### config.mk
export PLATFORM = sky130hd
export DESIGN_NAME = flow_hs_ctrl
export DESIGN_NICKNAME = d
export VERILOG_FILES = /design/src/rtl/fc_pkg.sv /design/src/rtl/fc_sync.sv /design/src/rtl/fc_rts_fsm.sv /design/src/rtl/fc_tx_gate_fsm.sv /design/src/rtl/fc_status.sv /design/src/rtl/flow_hs_ctrl.sv
export SDC_FILE = /design/constraint.sdc
export NUM_CORES = 1
export LEC_CHECK = 0
export ABC_AREA = 0
export BUFFER_PORTS_ARGS = -buffer_cell sky130_fd_sc_hd__buf_4
export CAP_MARGIN = 25
export CORE_UTILIZATION = 42
export DETAILED_ROUTE_END_ITERATION = 7
export GPL_TIMING_DRIVEN = 0
export HOLD_SLACK_MARGIN = 0.02
export PLACE_DENSITY = 0.75
export SYNTH_ARGS = -nofsm -noshare
export SYNTH_HDL_FRONTEND = slang
export SYNTH_SLANG_ARGS = --single-unit
### constraint.sdc
create_clock -name clk -period 1.15 [get_ports clk]
set_clock_uncertainty 0.15 [all_clocks]
set_input_delay 0 -clock clk [delete_from_list [all_inputs] [get_ports clk]]
set_output_delay 0 -clock clk [all_outputs]
set_load 0.005 [all_outputs]
### src/rtl/fc_pkg.sv
package fc_pkg;

    // Receive-side handshake state: drives rts_n
    typedef enum logic {
        RTS_FLOWING = 1'b0,
        RTS_HOLDING = 1'b1
    } rts_state_e;

    // Transmit-side gating state
    typedef enum logic [1:0] {
        TX_OPEN     = 2'd0,
        TX_SENDING  = 2'd1,
        TX_DRAINING = 2'd2,
        TX_PAUSED   = 2'd3
    } tx_state_e;

endpackage

### src/rtl/fc_sync.sv
module fc_sync #(
    parameter int   STAGES  = 2,
    parameter logic RST_VAL = 1'b1
) (
    input  logic clk,
    input  logic rst_n,
    input  logic d,
    output logic q
);

    logic [STAGES-1:0] chain;

    generate
        if (STAGES == 1) begin : g_single
            always_ff @(posedge clk or negedge rst_n) begin
                if (!rst_n) chain <= RST_VAL;
                else        chain <= d;
            end
        end else begin : g_multi
            always_ff @(posedge clk or negedge rst_n) begin
                if (!rst_n) chain <= {STAGES{RST_VAL}};
                else        chain <= {chain[STAGES-2:0], d};
            end
        end
    endgenerate

    assign q = chain[STAGES-1];

endmodule

### src/rtl/fc_rts_fsm.sv
module fc_rts_fsm
    import fc_pkg::*;
#(
    parameter int LVL_W      = 7,
    parameter int CODE_W     = 4,
    parameter int STEP_SHIFT = 2
) (
    input  logic              clk,
    input  logic              rst_n,
    input  logic              enable,
    input  logic [CODE_W-1:0] halt_code,
    input  logic [CODE_W-1:0] resume_code,
    input  logic [LVL_W-1:0]  rx_level,
    output logic              rts_n
);

    localparam int THR_W = CODE_W + STEP_SHIFT;

    logic [LVL_W-1:0] halt_thr;
    logic [LVL_W-1:0] resume_thr;
    logic             halt_hit;
    logic             resume_hit;

    rts_state_e state_q;
    rts_state_e state_d;

    assign halt_thr   = LVL_W'({halt_code,   {STEP_SHIFT{1'b0}}});
    assign resume_thr = LVL_W'({resume_code, {STEP_SHIFT{1'b0}}});
    assign halt_hit   = (rx_level >= halt_thr);
    assign resume_hit = (rx_level <= resume_thr);

    // Next-state logic
    always_comb begin
        state_d = state_q;
        unique case (state_q)
            RTS_FLOWING: begin
                if (enable && halt_hit) state_d = RTS_HOLDING;    // HALT_REACHED
            end
            RTS_HOLDING: begin
                if (!enable)         state_d = RTS_FLOWING;       // AUTO_OFF
                else if (resume_hit) state_d = RTS_FLOWING;       // RESUME_REACHED
            end
            default: state_d = RTS_FLOWING;
        endcase
    end

    // State register
    always_ff @(posedge clk or negedge rst_n) begin
        if (!rst_n) state_q <= RTS_FLOWING;
        else        state_q <= state_d;
    end

    // Output decode
    always_comb begin
        unique case (state_q)
            RTS_FLOWING: rts_n = 1'b0;
            RTS_HOLDING: rts_n = 1'b1;
            default:     rts_n = 1'b0;
        endcase
    end

    logic unused_thr_w;
    assign unused_thr_w = (THR_W > LVL_W);

endmodule

### src/rtl/fc_tx_gate_fsm.sv
module fc_tx_gate_fsm
    import fc_pkg::*;
(
    input  logic clk,
    input  logic rst_n,
    input  logic gate_en,
    input  logic cts_n_sync,
    input  logic char_start,
    input  logic char_done,
    output logic tx_enable
);

    logic      stop_req;
    tx_state_e state_q;
    tx_state_e state_d;

    assign stop_req = gate_en & cts_n_sync;

    // Next-state logic
    always_comb begin
        state_d = state_q;
        unique case (state_q)
            TX_OPEN: begin
                if (char_start) state_d = stop_req ? TX_DRAINING : TX_SENDING; // START / START_BLOCKED
                else if (stop_req) state_d = TX_PAUSED;                        // BLOCK
            end
            TX_SENDING: begin
                if (char_done) state_d = stop_req ? TX_PAUSED : TX_OPEN;       // DONE_BLOCKED / DONE
                else if (stop_req) state_d = TX_DRAINING;                      // WITHDRAW
            end
            TX_DRAINING: begin
                if (char_done) begin
                    state_d = stop_req ? TX_PAUSED : TX_OPEN;                  // DRAINED
                end else if (!stop_req) begin
                    state_d = TX_SENDING;                                      // RESTORE
                end
            end
            TX_PAUSED: begin
                if (!stop_req) state_d = TX_OPEN;                              // RELEASE
            end
            default: state_d = TX_OPEN;
        endcase
    end

    // State register
    always_ff @(posedge clk or negedge rst_n) begin
        if (!rst_n) state_q <= TX_OPEN;
        else        state_q <= state_d;
    end

    // Output decode
    always_comb begin
        unique case (state_q)
            TX_OPEN:     tx_enable = 1'b1;
            TX_SENDING:  tx_enable = 1'b0;
            TX_DRAINING: tx_enable = 1'b0;
            TX_PAUSED:   tx_enable = 1'b0;
            default:     tx_enable = 1'b0;
        endcase
    end

endmodule

### src/rtl/fc_status.sv
module fc_status (
    input  logic clk,
    input  logic rst_n,
    input  logic cts_n_sync,
    input  logic rts_n,
    input  logic auto_cts_en,
    input  logic auto_rts_en,
    input  logic msr_read,
    output logic cts_delta,
    output logic flow_irq
);

    logic cts_prev;
    logic rts_prev;
    logic cts_chg;
    logic rts_chg;
    logic irq_set;

    assign cts_chg = cts_n_sync ^ cts_prev;
    assign rts_chg = rts_n ^ rts_prev;
    assign irq_set = (cts_chg & auto_cts_en) | (rts_chg & auto_rts_en);

    always_ff @(posedge clk or negedge rst_n) begin
        if (!rst_n) begin
            cts_prev  <= 1'b1;
            rts_prev  <= 1'b0;
            cts_delta <= 1'b0;
            flow_irq  <= 1'b0;
        end else begin
            cts_prev  <= cts_n_sync;
            rts_prev  <= rts_n;
            cts_delta <= cts_chg | (cts_delta & ~msr_read);
            flow_irq  <= irq_set | (flow_irq & ~msr_read);
        end
    end

endmodule

### src/rtl/flow_hs_ctrl.sv
module flow_hs_ctrl #(
    parameter int LVL_W       = 7,
    parameter int CODE_W      = 4,
    parameter int STEP_SHIFT  = 2,
    parameter int SYNC_STAGES = 2
) (
    input  logic              clk,
    input  logic              rst_n,
    input  logic              auto_rts_en,
    input  logic              auto_cts_en,
    input  logic [CODE_W-1:0] halt_code,
    input  logic [CODE_W-1:0] resume_code,
    input  logic [LVL_W-1:0]  rx_level,
    input  logic              cts_n_in,
    input  logic              char_start,
    input  logic              char_done,
    input  logic              msr_read,
    output logic              rts_n,
    output logic              tx_enable,
    output logic              cts_state,
    output logic              cts_delta,
    output logic              flow_irq
);

    logic cts_n_sync;

    fc_sync #(
        .STAGES  (SYNC_STAGES),
        .RST_VAL (1'b1)
    ) u_cts_sync (
        .clk   (clk),
        .rst_n (rst_n),
        .d     (cts_n_in),
        .q     (cts_n_sync)
    );

    fc_rts_fsm #(
        .LVL_W      (LVL_W),
        .CODE_W     (CODE_W),
        .STEP_SHIFT (STEP_SHIFT)
    ) u_rts (
        .clk         (clk),
        .rst_n       (rst_n),
        .enable      (auto_rts_en),
        .halt_code   (halt_code),
        .resume_code (resume_code),
        .rx_level    (rx_level),
        .rts_n       (rts_n)
    );

    fc_tx_gate_fsm u_txg (
        .clk        (clk),
        .rst_n      (rst_n),
        .gate_en    (auto_cts_en),
        .cts_n_sync (cts_n_sync),
        .char_start (char_start),
        .char_done  (char_done),
        .tx_enable  (tx_enable)
    );

    fc_status u_stat (
        .clk         (clk),
        .rst_n       (rst_n),
        .cts_n_sync  (cts_n_sync),
        .rts_n       (rts_n),
        .auto_cts_en (auto_cts_en),
        .auto_rts_en (auto_rts_en),
        .msr_read    (msr_read),
        .cts_delta   (cts_delta),
        .flow_irq    (flow_irq)
    );

    assign cts_state = ~cts_n_sync;

endmodule

## Yosys cells after proc, flatten, opt, wreduce, memory -nomap -nowiden

Cells that the tools add are included.

| word-level totals | value |
|---|---|
| output and inout port bits | 5 |
| flip-flop bits (word level) | 9 |
| memories | 0 |
| bits of input ports | 23 |
| bits in latches | 0 |
| ROM bits | 0 |
| RAM bits | 0 |

| operators by class | value |
|---|---|
| bitwise logic cells | 13 |
| multiply operators | 0 |
| reductions and logical operators | 4 |
| divide/modulo/power cells | 0 |
| magnitude comparators | 2 |
| equal/unequal tests | 7 |
| shift-type cells | 0 |
| add/subtract/negate cells | 0 |
| muxes and demuxes | 16 |

Operators with widths:

| cell | count |
|---|---|
| $mux 2 | 9 |
| $pmux 2 s4 | 1 |
| $ge 7x6->1 | 1 |
| $le 7x6->1 | 1 |
| $ne 3x2->1 const B | 2 |
| $pmux 1 s2 | 3 |
| $and 1x1->1 | 5 |
| $eq 2x2->1 const B | 2 |
| $reduce_and 4->1 | 1 |
| $mux 1 | 3 |
| $ne 3x3->1 const B | 1 |
| $not 1->1 | 3 |
| $or 1x1->1 | 3 |
| $reduce_or 3->1 | 1 |
| $eq 2x1->1 const B | 1 |
| $logic_not 2->1 | 1 |
| $ne 2x2->1 const B | 1 |
| $xor 1x1->1 | 2 |
| $logic_and 1x1->1 | 1 |

## Depth between registers and ports, before layout

| logic depth | value |
|---|---|
| word-level depth | 6 |
| gate-level depth with buffers | 6 |
| depth with buffers taken out | 6 |

## By module

Synthesis repeated with hierarchy kept, for this count alone.

| unflattened totals | value |
|---|---|
| cell total of the unflattened synthesis | 57 |
| area, all modules | 555.5 um^2 |

By module, submodules not included:

| module | cells each | area each (um^2) | instances |
|---|---|---|---|
| fc_rts_fsm | 33 | 247.7 | 1 |
| fc_status | 12 | 156.4 | 1 |
| fc_tx_gate_fsm | 9 | 95.1 | 1 |
| fc_sync | 2 | 52.6 | 1 |
| flow_hs_ctrl | 1 | 3.8 | 1 |

## Worst setup path after synthesis

OpenSTA, ideal clock, no wires.

| path | value |
|---|---|
| kind | input -> register |
| from | in rx_level[2] |
| to | reg u_rts.state_q |
| slack | -0.240 ns |
| cell stages on the path | 6 |
| arrival time | 1.158 ns |
| library setup time | 0.082 ns |
| data required time | 0.918 ns |
| path through | inv_1 ha_1 or3b_1 a2111oi_2 a21oi_1 a31oi_1 |

| on the way | value |
|---|---|
| cells in the longest elaborated chain, start to end | 4 |

Ends and longest elaborated chain:

| what | line | RTL |
|---|---|---|
| from (decl) | flow_hs_ctrl.sv:13 | `input logic [LVL_W-1:0] rx_level,` |
| $le 7x6->1 / $ge 7x6->1 (equally long branches) | fc_rts_fsm.sv:30, fc_rts_fsm.sv:29 |  |
| $mux 1 / $logic_and 1x1->1 (equally long branches) | fc_rts_fsm.sv:41, fc_rts_fsm.sv:37 |  |
| $mux 1 (on tied branches) | fc_rts_fsm.sv:40, fc_rts_fsm.sv:37 |  |
| $pmux 1 s2 (*) | fc_rts_fsm.sv:35 | `unique case (state_q)` |
| via u_rts.state_d | fc_rts_fsm.sv:25 | `rts_state_e state_d;` |
| to (signal assigned) | fc_rts_fsm.sv:50 | `else state_q <= state_d;` |
| to (decl) | fc_rts_fsm.sv:24 | `rts_state_e state_q;` |

The timed path passes the listed nets; every way through them passes the cells marked *.
A chain may end at the register's enable or synchronous reset.

## Final worst setup path

Ends and elaborated chain as after synthesis.

==> results.yml <==
die:
  pin_count: 28
  core_um2: 1160
  rows: 12
  initial_core_util_pct: 47.5
  die_area_um2: 1460
  die_h_um: 38.2
  die_x_um: 38.2
clocking:
  numClockSinks: 9
  path_clk_slew_ns: 0.06
  clock_latency_ns: 0.25
  post_cts_buffers: 0
  cts_buffers: 3
  clk_root_buffer_cell: "clkbuf_4"
  htree_levels: 1
  cts.path.max_buffers: 2
  cts_tree: "built"
status:
  violations: "setup timing"
  outcome: "finished with violations"
cells_and_area:
  multi_input_area_um2: 307
  fin_nets: 129
  fillers: 80
  final_area_um2: 941
  n_antenna_cell: 0
  regArea_um2: 229
  drive_gt1_share_pct: 42.3
  final_cell_count_no_fill: 111
  area_delta_synth_final_pct: 71.3
yosys:
  yosysWarnings: 0
  synth.avg_cell_area_um2: 9.47
  synth-seq-cells: 9
  synthCells: 58
  synth_fp_nets: 89
  syn_area_um2: 549
  synth_area_leaders: "dfrtp_1 27%, ha_1 18%, dfstp_2 14%, inv_1 8.9%, o21ai_0 6.4%"
  yosysTopAreaCell: "dfrtp_1"
  ys_seq_area_share_pct: 41.7
  synth.distinct_cells: 19
  synth_top_area_share_pct: 27.3
min_path:
  hold_path_class: "in -> reg"
  worstHoldEndpoint: "u_rts.state_q"
  hp-start: "rx_level[0]"
  min_path_cells: 4
place:
  place_area_um2: 795
  hpwl_um: 859
  gp_congestion: 0.712
  dp_cells: 99
  io_buffers: 27
sta:
  slew_viol_final: 0
  finalCritPeriodShare_pct: 106
  max_freq_ghz: 0.817
  hold_viol_final: 0
  rsz0062_at_grt: "true"
  finalSetupTns_ns: -0.0746
  worst_hold_slack_ns: 0.0454
  setup_viol: 1
  setup_ws_ns: -0.0746
  worst_slew_pin_slew_ns: 0.281
  finalCriticalPeriod_ns: 1.22
  slew_headroom_pct: 81.2
detailed_routing:
  vias_per_cell: 4.75
  drtIter0Drc: 2
  remaining_drc_errors: 0
  drtAntennaViolNets: 0
  wirelength_um: 1280
  vias: 527
  wire_per_inst_um: 11.5
  firstDrtPassIters: 3
power_and_ir_drop:
  power.leakage_uw: 0.000482
  ir_drop_mv: 0.830
  power.density_nw_per_um2: 938
  total_power_uw: 882
grt:
  antenna_found_initial: 0
  grt-ovfl-total: 0
  track_usage_pct: 21.7
  grt_pass1_wl_um: 2130
  first_global_vias: 538
  grt_max_degree: 7
worst_setup_path:
  r2r_cells: 4
  reg2reg_from: "u_rts.state_q"
  r2r_slack_ns: -0.04
  critPathRequiredTime_ns: 1.17
  cp-start-kind: "input port"
  cp-end-kind: "flip-flop"
  timing.rr.end: "u_rts.state_q"
  criticalPathCategory: "in -> reg"
  critPathArrivalTime_ns: 1.25
  cp_max_fo: 2
job:
  drv_cap: 0
## worst max-delay path: stages
cell and delay (ns):
buf_8 0.09, inv_12 0.03, ha_4 0.23, or3b_4 0.38
a2111oi_4 0.29, a21oi_1 0.07, a31oi_1 0.15
## cells by family (layout without fill, tap and decap cells)
kind of cell	after synthesis	count (layout)	synth area share, %
multiplexers	1	1	1.82
AO/OA/AOI/OAI	13	13	13.9
XOR/XNOR	3	3	4.78
buffers and inverters	13	52	8.88
AND/OR/NAND/NOR	11	11	10.7
adder cells (fa/ha/maj)	8	8	18.2
flip-flops	9	9	41.7
## stage by stage
| step | worst slack (ns) | util (%) |
|---|---|---|
| floorplan | -0.147 | - |
| finish | -0.0746 | 81.4 |
| detailed placement | -0.356 | 68.7 |
| global route | -0.118 | 81.4 |
| global placement | -0.363 | 68.7 |
| CTS | -0.0476 | 80.2 |
## area by class of cell
cell class | count | share of cell area (%)
Timing Repair Buffer | 35 | 31.9
Clock buffer | 4 | 2.79
Inverter | 13 | 6.52
Sequential cell | 9 | 24.3
Multi-Input combinational cell | 36 | 32.6
Tap cell | 14 | 1.86
## where the power goes
part           switching (uW)  total, uW  internal [uW]
clock network             100        234            133
registers                26.4        380            354
logic                     107        268            162
total                     233        882            649
## synth_stat cells, drive strengths merged
master	n
inv	13
ha	8
o21ai	7
dfrtp	6
a21oi	4
dfstp	3
nor2	3
nand2	2
xnor2	2
a2111oi	1
a31oi	1
mux2i	1
nand2b	1
nand4	1
nor2b	1
nor3	1
or3	1
or3b	1
xor2	1
## layout by cell type, fill, tap and decap left out
cell and n:
o21ai_0 5, buf_6 2, a2111oi_4 1, dlymetal6s4s_1 1, nor3_2 1, or3b_4 1
o21ai_1 2, inv_2 1, inv_1 11, nor2_1 2, nor2b_1 1, nand4_1 1
dfrtp_1 6, ha_1 7, or3_2 1, xnor2_1 2, clkbuf_1 1, dfstp_2 3
buf_8 1, clkbuf_4 3, nand2b_1 1, mux2i_1 1, nor2_2 1, a31oi_1 1
nand2_1 2, xor2_1 1, a21oi_1 4, dlygate4sd3_1 7, buf_4 24, inv_12 1
ha_4 1
## worst max-delay path by stage
stage | start | endpoint | slack [ns] | cells after the start
2_1_floorplan | rx_level[2] | u_rts.state_q | -0.15 | 6
3_3_place_gp | rx_level[2] | u_rts.state_q | -0.36 | 7
3_5_place_dp | rx_level[2] | u_rts.state_q | -0.36 | 7
4_1_cts | rx_level[2] | u_rts.state_q | -0.05 | 7
5_1_grt | u_rts.state_q | u_rts.state_q | -0.12 | 4
6_report | rx_level[2] | u_rts.state_q | -0.07 | 7
## registers in the layout, indices dropped and copies added, names as in the netlist
name,flops
u_stat.cts_prev,1
u_stat.rts_prev,1
u_rts.state_q,1
u_txg.state_q,2
u_cts_sync.chain,2
u_stat.cts_delta,1
u_stat.flow_irq,1
## metal layers
layer / vias up / track usage (%) / share of wire, %
li1: 272 / - / -
met1: 236 / 24.0 / 46
met2: 19 / 37.7 / 49
met3: 0 / 8.72 / 4.8
met4: 0 / 6.25 / 0
met5: - / 0 / 0
## repair_timing
item,CTS,global route
gates resized for setup,5,7
endpoints found under the setup margin,1,10
hold buffers,8,0
endpoints found under the hold margin,15,0
gates cloned,0,0
Power figures use the tool's default switching activity.
